--- config.mk ---
export PLATFORM = sky130hd
export DESIGN_NAME = serial_adder
export DESIGN_NICKNAME = d
export VERILOG_FILES = /design/src/rtl/sadd_pkg.sv /design/src/rtl/sadd_shreg.sv /design/src/rtl/sadd_core.sv /design/src/rtl/sadd_ctrl.sv /design/src/rtl/serial_adder.sv
export SDC_FILE = /design/constraint.sdc
export NUM_CORES = 1
export LEC_CHECK = 0
export BUFFER_PORTS_ARGS = -buffer_cell sky130_fd_sc_hd__buf_2
export CAP_MARGIN = 20
export CORE_ASPECT_RATIO = 1.75
export CORE_UTILIZATION = 33
export DETAILED_ROUTE_END_ITERATION = 16
export PLACE_DENSITY_LB_ADDON = 0.2
export SLEW_MARGIN = 20
export SYNTH_ARGS = -nofsm -noshare
export SYNTH_HDL_FRONTEND = slang
export SYNTH_SLANG_ARGS = --single-unit
--- constraint.sdc ---
create_clock -name clk -period 1.74 [get_ports clk]
set_input_delay 0.087 -clock clk [delete_from_list [all_inputs] [get_ports clk]]
set_output_delay 0.087 -clock clk [all_outputs]
set_load 0.05 [all_outputs]
--- src/rtl/sadd_pkg.sv ---
package sadd_pkg;

  // Two-state carry core
  typedef enum logic {
    CRY_LO = 1'b0,
    CRY_HI = 1'b1
  } cry_state_t;

  // Four-state core: {carry, sum}
  typedef enum logic [1:0] {
    CS_00 = 2'b00,
    CS_01 = 2'b01,
    CS_10 = 2'b10,
    CS_11 = 2'b11
  } cs_state_t;

  function automatic logic maj3(input logic x, input logic y, input logic z);
    return (x & y) | (x & z) | (y & z);
  endfunction

  function automatic logic par3(input logic x, input logic y, input logic z);
    return x ^ y ^ z;
  endfunction

endpackage

--- src/rtl/sadd_shreg.sv ---
module sadd_shreg #(
  parameter int W = 8
) (
  input  logic         clk,
  input  logic         rst_n,
  input  logic         load,
  input  logic [W-1:0] load_val,
  input  logic         shift,
  input  logic         ser_in,
  output logic [W-1:0] q
);
  // Right shift: the serial bit enters at the top, the lsb leaves at the bottom
  always_ff @(posedge clk or negedge rst_n) begin
    if (!rst_n) begin
      q <= '0;
    end else if (load) begin
      q <= load_val;
    end else if (shift) begin
      q <= {ser_in, q[W-1:1]};
    end
  end
endmodule

--- src/rtl/sadd_core.sv ---
module sadd_core
  import sadd_pkg::*;
#(
  parameter bit MOORE = 1'b0
) (
  input  logic clk,
  input  logic rst_n,
  input  logic clear,
  input  logic step,
  input  logic a,
  input  logic b,
  output logic sum_bit,
  output logic carry
);
  generate
    if (MOORE) begin : g_moore
      cs_state_t st_q, st_d;
      logic y_c, y_s;
      assign y_c = st_q[1];
      assign y_s = st_q[0];

      always_comb begin
        st_d = cs_state_t'({maj3(a, b, y_c), par3(a, b, y_c)});
      end

      always_ff @(posedge clk or negedge rst_n) begin
        if (!rst_n)      st_q <= CS_00;
        else if (clear)  st_q <= CS_00;
        else if (step)   st_q <= st_d;
      end

      assign sum_bit = y_s;
      assign carry   = y_c;
    end else begin : g_mealy
      cry_state_t st_q;

      always_ff @(posedge clk or negedge rst_n) begin
        if (!rst_n)      st_q <= CRY_LO;
        else if (clear)  st_q <= CRY_LO;
        else if (step)   st_q <= cry_state_t'(maj3(a, b, st_q));
      end

      assign sum_bit = par3(a, b, st_q);
      assign carry   = st_q;
    end
  endgenerate
endmodule

--- src/rtl/sadd_ctrl.sv ---
module sadd_ctrl #(
  parameter int N     = 8,
  parameter bit MOORE = 1'b0
) (
  input  logic clk,
  input  logic rst_n,
  input  logic in_valid,
  output logic in_ready,
  output logic load,
  output logic core_step,
  output logic sum_shift,
  output logic done
);
  localparam int STEPS = MOORE ? N + 1 : N;
  localparam int CW    = $clog2(STEPS + 1);
  localparam logic [CW-1:0] LAST_C  = CW'(STEPS - 1);
  localparam logic [CW-1:0] NBITS_C = CW'(N);

  logic          busy_q;
  logic [CW-1:0] cnt_q;

  assign in_ready  = ~busy_q;
  assign load      = in_valid & ~busy_q;
  // The extra flush step of the registered core must not disturb the carry
  assign core_step = busy_q & (cnt_q < NBITS_C);
  assign sum_shift = busy_q;

  always_ff @(posedge clk or negedge rst_n) begin
    if (!rst_n) begin
      busy_q <= 1'b0;
      cnt_q  <= '0;
      done   <= 1'b0;
    end else begin
      done <= 1'b0;
      if (load) begin
        busy_q <= 1'b1;
        cnt_q  <= '0;
      end else if (busy_q) begin
        if (cnt_q == LAST_C) begin
          busy_q <= 1'b0;
          done   <= 1'b1;
        end else begin
          cnt_q <= cnt_q + 1'b1;
        end
      end
    end
  end
endmodule

--- src/rtl/serial_adder.sv ---
module serial_adder #(
  parameter int N     = 8,
  parameter bit MOORE = 1'b0
) (
  input  logic         clk,
  input  logic         rst_n,
  input  logic         in_valid,
  output logic         in_ready,
  input  logic [N-1:0] in_a,
  input  logic [N-1:0] in_b,
  output logic         done,
  output logic [N-1:0] sum,
  output logic         carry_out
);
  logic         load, core_step, sum_shift, sbit;
  logic [N-1:0] opa_q, opb_q;

  sadd_ctrl #(.N(N), .MOORE(MOORE)) u_ctrl (
    .clk(clk), .rst_n(rst_n), .in_valid(in_valid), .in_ready(in_ready),
    .load(load), .core_step(core_step), .sum_shift(sum_shift), .done(done)
  );

  sadd_shreg #(.W(N)) u_opa (
    .clk(clk), .rst_n(rst_n), .load(load), .load_val(in_a),
    .shift(core_step), .ser_in(1'b0), .q(opa_q)
  );

  sadd_shreg #(.W(N)) u_opb (
    .clk(clk), .rst_n(rst_n), .load(load), .load_val(in_b),
    .shift(core_step), .ser_in(1'b0), .q(opb_q)
  );

  sadd_core #(.MOORE(MOORE)) u_core (
    .clk(clk), .rst_n(rst_n), .clear(load), .step(core_step),
    .a(opa_q[0]), .b(opb_q[0]), .sum_bit(sbit), .carry(carry_out)
  );

  sadd_shreg #(.W(N)) u_sum (
    .clk(clk), .rst_n(rst_n), .load(load), .load_val({N{1'b0}}),
    .shift(sum_shift), .ser_in(sbit), .q(sum)
  );
endmodule

# Yosys cells after proc, flatten, opt, wreduce, memory -nomap -nowiden
# Cells that the tools add are included.
# word_totals
wordCells	41
inputBits	19
register_bits	31
# classes
muxes	17
n_reduce_logical	3
bitwise	10
add_sub_neg	1
n_eq_ne	2
n_lt_le_gt_ge	1
# ops
cell	n
8-bit two-way mux	6
4-bit two-way mux	3
1-bit two-way mux	8
1-bit bitwise AND	5
4-bit by 1-bit adder with 4-bit output (second input constant)	1
4-bit by 3-bit == test with 1-bit output (second input constant)	1
4-bit < comparator (second input constant)	1
2-bit nonzero test	2
2-bit inequality test (second input constant)	1
1-bit bitwise OR	2
2-bit AND reduction	1
1-bit XOR	2
1-bit NOT	1

# Logic depth before layout (Yosys ltp)
# Gate-level depths: netlist of the first run.
# logic_depth
word_depth	5
ltp_mapped	6
mapped_depth_nobuf	4

# Modules after synthesis
# From an unflattened synthesis of the first run, not the netlist that was laid out.
# unflattened
cells_unflattened	137
hier_area_um2	1482.7
# modules_own_cells
mod	n_inst	area_per_inst_um2	cells_per_inst	seq_area_each_um2
sadd_shreg	3	372.9	34	200.2
sadd_ctrl	1	301.5	30	150.1
sadd_core	1	58.8	4	25.0
serial_adder	1	3.8	1	0.0

# Least setup slack after synthesis of the first run
# Ideal clock, no wire load.
# synth_timing
path_type	register to register
startpoint	reg u_core.g_mealy.st_q, in the netlist u_core.carry
endpoint	reg u_sum.q[7]
path_stages_with_launch	3
arrival_time_ns	1.345
period_less_slack_ns	1.466
slack_ns	0.274
setup_time_ns	0.121
path_cell_list	dfrtp_1 fa_1 a22o_1
# synth_via
elab_chain_cells	3
# synth_rtl
item	line_no	source
start, declared	sadd_core.sv:35	cry_state_t st_q;
start signal, assigned	sadd_core.sv:40	else if (step) st_q <= cry_state_t'(maj3(a, b, st_q));
1-bit XOR	sadd_pkg.sv:22	return x ^ y ^ z;
8-bit two-way mux	sadd_shreg.sv:18	end else if (shift) begin
8-bit two-way mux	sadd_shreg.sv:16	end else if (load) begin
end signal, assigned	sadd_shreg.sv:17	q <= load_val;
end signal, assigned	sadd_shreg.sv:19	q <= {ser_in, q[W-1:1]};
end, declared	sadd_shreg.sv:10	output logic [W-1:0] q
# Every way passes these cells. The select of a mux whose other input is x is not followed.
# A chain may end at the register's enable or synchronous reset.

# Worst setup path after layout of the first run
# layout_timing
startpoint	reg u_ctrl.busy_q, in the netlist u_ctrl.sum_shift
endpoint	out in_ready
# layout_via
elab_chain_cells	1
# layout_rtl
item	line_no	source
start, declared	sadd_ctrl.sv:19	logic busy_q;
start signal, assigned	sadd_ctrl.sv:30	busy_q <= 1'b0;
start signal, assigned	sadd_ctrl.sv:36	busy_q <= 1'b1;
start signal, assigned	sadd_ctrl.sv:40	busy_q <= 1'b0;
1-bit NOT	sadd_ctrl.sv:22	assign in_ready = ~busy_q;
end, declared	serial_adder.sv:8	output logic in_ready,
# Every way passes these cells.

==> impl_metrics.env, run 1 <==
export IMPL_yosys_most_used_dff="dfrtp_1"
export IMPL_cts_sinks=31
export IMPL_period_share=0.8032
export IMPL_slowest_stage="dfrtp_1"
export IMPL_gp_congestion=0.8311
export IMPL_rows=31
export IMPL_area_growth_pct=20.59
export IMPL_grt_overflow_total=0
export IMPL_tritoncts="yes"
export IMPL_dp_hpwl_um=1875
export IMPL_final_setup_skew_ns=0.005689
export IMPL_clk_pin_slew_worst_paths_ns=0.06
export IMPL_regArea_um2=775.7
export IMPL_p_leak_uw=0.0008027
export IMPL_post_route_util=0.4099
export IMPL_grt_antenna_before_repair=0
export IMPL_dp_cells=201
export IMPL_synth_avg_cell_area_um2=11.00
export IMPL_rrSetupSlack_ns=0.39
export IMPL_drv_cap=0
export IMPL_die_w_um=51.20
export IMPL_async_flop_share=1.000
export IMPL_syn_inst=127
export IMPL_dpl_worst_slack_ns=0.3995
export IMPL_yosysSeqAreaShare=0.5551
export IMPL_setup_viol=0
export IMPL_core_area_um2=4111
export IMPL_ys_ff_latch=31
export IMPL_setup_ws_ns=0.3424
export IMPL_die_area_um2=4510
export IMPL_synth_edf_count=0
export IMPL_grt_use_total=0.1397
export IMPL_cp_max_fo=18
export IMPL_status="complete, no violations"
export IMPL_htree_num_levels=2
export IMPL_slew_violations=0
export IMPL_cts_buffers_inserted=5
export IMPL_worstReg2RegEnd="u_ctrl.cnt_q[0]"
export IMPL_crit_family="buffers and inverters"
export IMPL_fmaxAchievable_mhz=715.5
export IMPL_timing_rr_start="u_ctrl.sum_shift"
export IMPL_power_per_cell_area_nw_per_um2=1833
export IMPL_min_delay_start="in_a[7]"
export IMPL_post_route_drc_count=0
export IMPL_nets=181
export IMPL_cts_root_buf="clkbuf_8"
export IMPL_antennaDiodeCount=0
export IMPL_holdPathStages=3
export IMPL_syn_num_nets=148
export IMPL_yosys_warnings=0
export IMPL_cp_data_required_time_ns=1.65
export IMPL_num_io_pins=30
export IMPL_postCtsSetupBuffers=0
export IMPL_insertion_delay_ns=0.28
export IMPL_synth_cell_types=24
export IMPL_vdd_drop_max_v=0.0008984
export IMPL_fin_cells=210
export IMPL_grt_max_degree=32
export IMPL_cp_data_arrival_time_ns=1.31
export IMPL_holdPathEnd="u_opa.q[7]"
export IMPL_hp_class="in -> reg"
export IMPL_rsz0062_at_grt="no"
export IMPL_cp_buffers_inverters=3
export IMPL_clockBufferDepth=2
export IMPL_worst_pin_slew_ns=0.6846
export IMPL_min_period_ns=1.398
export IMPL_fill_cells=423
export IMPL_max_slew_margin_rel=0.5436
export IMPL_post_drt_via_cell_ratio=4.919
export IMPL_critPathLaunchType="flip-flop"
export IMPL_die_h_um=88.09
export IMPL_crit_chain="buf_4 > inv_1 > buf_2"
export IMPL_wl_per_cell_um=12.40
export IMPL_grt_pass1_vias=1038
export IMPL_port_buffers=29
export IMPL_drt_pass1_iterations=4
export IMPL_worstSetupPathType="reg -> out"
export IMPL_drt_iter0_markers=23
export IMPL_mostFrequentLayoutCell="dfrtp_1"
export IMPL_multi_input_area_um2=559.3
export IMPL_layout_common_cells="dfrtp_1 (31), buf_2 (29), nand2_1 (22), mux2i_1 (19), o21ai_0 (15)"
export IMPL_worstSetupEndpointType="output pin"
export IMPL_cpPeakStageDelay_ns=0.41
export IMPL_finalSetupTns_ns=0
export IMPL_cts_hold_buf=1
export IMPL_antenna_left=0
export IMPL_hold_violations=0
export IMPL_reg2reg_depth=4
export IMPL_drive_gt1_frac=0.2609
export IMPL_wirelength_um=2604
export IMPL_start_util=0.3399
export IMPL_vias=1033
export IMPL_post_cts_resized=0
export IMPL_grt_pass1_wl_um=4595
export IMPL_hold_worst_slack_ns=0.05467
export IMPL_netlist_area_um2=1398
-- routing by layer --
| metal | share of wire | GRT usage | vias up |
|---|---|---|---|
| li1 | - | - | 500 |
| met3 | 0.052 | 0.05208 | 7 |
| met5 | 0 | 0 | - |
| met2 | 0.51 | 0.2321 | 28 |
| met1 | 0.41 | 0.1510 | 498 |
| met4 | 0.022 | 0.07576 | 0 |
-- cells by family after synthesis --
group           count (synthesis)  share of synthesized area
compound gates                 28                     0.1155
fa+ha+maj                       2                    0.02328
buf+inv                         9                    0.04655
flops                          31                     0.5551
mux                            19                     0.1361
simple gates                   38                     0.1235
-- synth_stat cells (all sizes together), types with 2 or more instances --
| cell | count | share of area |
|---|---|---|
| a22o | 4 | 0.025 |
| dfrtp | 31 | 0.56 |
| nand2b | 5 | 0.022 |
| nor2 | 7 | 0.019 |
| nand2 | 22 | 0.059 |
| mux2i | 19 | 0.14 |
| clkbuf | 3 | 0.0090 |
| nor2b | 2 | 0.014 |
| o21ai | 21 | 0.075 |
| buf | 5 | 0.035 |
-- flip-flops by register name, indices dropped and copies added (netlist names) --
signal,flops
u_ctrl.cnt_q,4
u_opa.q,8
u_sum.q,8
u_opb.q,8
u_ctrl.sum_shift,1
u_core.carry,1
u_ctrl.done,1
-- through the flow --
stage / instance area [um2] / power (uW)
2_1_floorplan: 1398 / 2212
6_report: 1685 / 3089
4_1_cts: 1685 / 3142
3_3_place_gp: 1575 / 2470
5_1_grt: 1685 / 3331
3_5_place_dp: 1575 / 2507
-- final cells by class --
cell class | instances | share of cell area
multi-input cells | 87 | 0.3318
inverters | 1 | 0.002227
flip-flops and latches | 31 | 0.4603
well taps | 49 | 0.03638
repair buffers | 34 | 0.1099
clock buffers | 8 | 0.05939
-- report_power, final --
part	total (uW)	leakage, uW	internal (uW)	switching, uW
registers	1190	0.000409	994	197
logic	1290	0.000343	441	846
clock network	610	0.0000515	360	250
-- tightest hold or removal path, stage by stage --
cell and delay [ns]:
buf_2 0.08, mux2i_1 0.05, nor2_1 0.08
-- how the worst max path moves through the flow --
stage                           startpoint               to  cells past startpoint
after floorplan               u_core.carry       u_sum.q[7]                      2
after global routing      u_ctrl.sum_shift         in_ready                      3
after CTS                 u_ctrl.sum_shift         in_ready                      3
after global placement    u_ctrl.sum_shift  u_ctrl.cnt_q[0]                      4
after detailed placement  u_ctrl.sum_shift  u_ctrl.cnt_q[0]                      4
final                     u_ctrl.sum_shift         in_ready                      3
No activity file was read; power rests on OpenSTA's default activity.
==> inputs of run 2 (changes only) <==
==> constraint.sdc (replaced) <==
create_clock -name clk -period 1.2 [get_ports clk]
set_input_delay 0.06 -clock clk [delete_from_list [all_inputs] [get_ports clk]]
set_output_delay 0.06 -clock clk [all_outputs]
set_load 0.05 [all_outputs]
==> run 2 against run 1 <==
The flow now finishes with violations (setup timing). Setup slack worse by 0.34 ns. Core utilization is 3.3 points higher. Critical path depth is 1 lower. Power is 55% higher. Combinational power is 77% higher. Clock skew is 0.0052 ns higher. Final area is 8.2% higher. Critical path type is now reg -> reg. Largest cell class unchanged. Highest routed layer unchanged.
==> impl_metrics.env, run 2 (synthesis gave the netlist of run 1 again) <==
export IMPL_violations="setup timing"
export IMPL_min_delay_start="in_a[7]"
export IMPL_hold_violations=0
export IMPL_routed_top_layer="met4"
export IMPL_rows=31
export IMPL_antenna_left=0
export IMPL_route_met2_wl_um=1487
export IMPL_final_setup_skew_ns=0.01085
export IMPL_holdPathEnd="u_opa.q[7]"
export IMPL_slew_violations=0
export IMPL_rsz0062_at_grt="yes"
export IMPL_wirelength_um=2703
export IMPL_wl_met3_um=128
export IMPL_drv_cap=0
export IMPL_worstReg2RegEnd="u_sum.q[7]"
export IMPL_hp_class="in -> reg"
export IMPL_tritoncts="yes"
export IMPL_htree_num_levels=2
export IMPL_start_util=0.3399
export IMPL_p_leak_uw=0.0008678
export IMPL_design_power_total_uw=4782
export IMPL_holdPathStages=3
export IMPL_port_buffers=29
export IMPL_fmaxAchievable_mhz=832.1
export IMPL_drive_gt1_frac=0.3391
export IMPL_mostFrequentLayoutCell="dfrtp_1"
export IMPL_max_slew_margin_rel=0.7560
export IMPL_power_per_cell_area_nw_per_um2=2623
export IMPL_cts_buffers_inserted=5
export IMPL_top_regs="u_opa.q: 8 flops, u_opb.q: 8 flops, u_sum.q: 8 flops"
export IMPL_post_drt_via_cell_ratio=4.830
export IMPL_gp_congestion=0.7685
export IMPL_cp_data_arrival_time_ns=1.36
export IMPL_grt_max_degree=23
export IMPL_reg2reg_depth=2
export IMPL_critPathLaunchType="flip-flop"
export IMPL_area_growth_pct=30.44
export IMPL_period_share=1.002
export IMPL_layout_common_cells="dfrtp_1 (29), buf_2 (28), nand2_1 (22), mux2i_1 (19), o21ai_1 (14)"
export IMPL_worstSetupPathType="reg -> reg"
export IMPL_dp_hpwl_um=2052
export IMPL_vias=1077
export IMPL_dpl_worst_slack_ns=-0.01539
export IMPL_grt_pass1_wl_um=4519
export IMPL_wl_per_cell_um=12.12
export IMPL_worst_pin_slew_ns=0.3660
export IMPL_finalInstanceArea_um2=1823
export IMPL_grt_pass1_vias=1033
export IMPL_grt_overflow_total=0
export IMPL_postPlaceCellArea_um2=1677
export IMPL_core_area_um2=4111
export IMPL_grt_antenna_before_repair=0
export IMPL_clockBufferDepth=2
export IMPL_die_h_um=88.09
export IMPL_setup_viol=1
export IMPL_min_period_ns=1.202
export IMPL_insertion_delay_ns=0.28
export IMPL_setup_ws_ns=-0.001840
export IMPL_hold_worst_slack_ns=0.02416
export IMPL_drt_iter0_markers=19
export IMPL_die_area_um2=4510
export IMPL_timing_rr_start="u_opa.q[0]"
export IMPL_vdd_drop_max_v=0.001754
export IMPL_cp_data_required_time_ns=1.36
export IMPL_grt_use_total=0.1364
export IMPL_drt_pass1_iterations=4
export IMPL_die_w_um=51.20
export IMPL_post_route_drc_count=0
export IMPL_rrSetupSlack_ns=-0.002
export IMPL_num_io_pins=30
export IMPL_cp_max_fo=2
export IMPL_cts_sinks=31
export IMPL_cts_root_buf="clkbuf_8"
export IMPL_status="finished, violations left"
export IMPL_clk_pin_slew_worst_paths_ns=0.07
export IMPL_antennaDiodeCount=0
export IMPL_m1WireLength_um=1057
export IMPL_nets=194
export IMPL_worstSetupEndpointType="flip-flop"
## run 2: cell types whose count changed in the layout (fill, tap and decap cells not counted), sizes merged
cell,delta
clkbuf,-2
clkinvlp,+1
clkinv,+1
buf,+13
## run 2: worst max-delay path, cell delays in order, from the launching register on
cell and delay (ns):
dfrtp_1 0.40, fa_1 0.47, a22o_1 0.22
## run 2: stage by stage
step | std cells | TNS, ns | utilization
after global routing | 223 | -0.2178 | 0.4434
final | 223 | -0.001840 | 0.4434
after detailed placement | 211 | -0.01539 | 0.4078
after floorplan | 127 | -0.3191 | -
after CTS | 221 | -0.01351 | 0.4370
after global placement | 211 | 0 | 0.4078
## run 2: worst max path at each step
stage	start	end	slack, ns	depth (start not counted)
6_report	u_opa.q[0]	u_sum.q[7]	-0.002	2
3_5_place_dp	u_ctrl.sum_shift	u_core.carry	-0.02	4
5_1_grt	u_opa.q[0]	u_sum.q[7]	-0.05	2
3_3_place_gp	u_ctrl.sum_shift	u_core.carry	0.01	4
2_1_floorplan	u_core.carry	u_sum.q[7]	-0.09	2
4_1_cts	u_opa.q[0]	u_sum.q[7]	-0.01	2
## run 2: what timing repair did
item / in CTS / in global routing
endpoints found under the hold margin: 14 / 0
resized for setup: 6 / 12
setup endpoints to repair: 3 / 17
setup buffers: 1 / 2
hold buffers: 1 / 0
pin swaps: 0 / 1
cloned: 0 / 0
## run 2: report_power, final
part / switching (uW) / internal (uW) / total, uW
registers: 269 / 1440 / 1710
clock network: 387 / 405 / 792
logic: 1330 / 942 / 2280
total: 1990 / 2790 / 4780
## run 2: area by class of cell
class / count / area, um2
multi-input cells: 87 / 566.8
repair buffers: 47 / 325.3
flip-flops and latches: 31 / 778.2
inverters: 1 / 6.256
clock buffers: 6 / 72.57
clock inverters: 2 / 12.51
fillers: 419 / 2288
well taps: 49 / 61.31
## run 2: routing by layer
metal  track usage  vias to the layer above
met5             0                        -
met4       0.05303                        0
met3       0.04340                        4
met2        0.2404                       29
met1        0.1486                      522
li1              -                      522
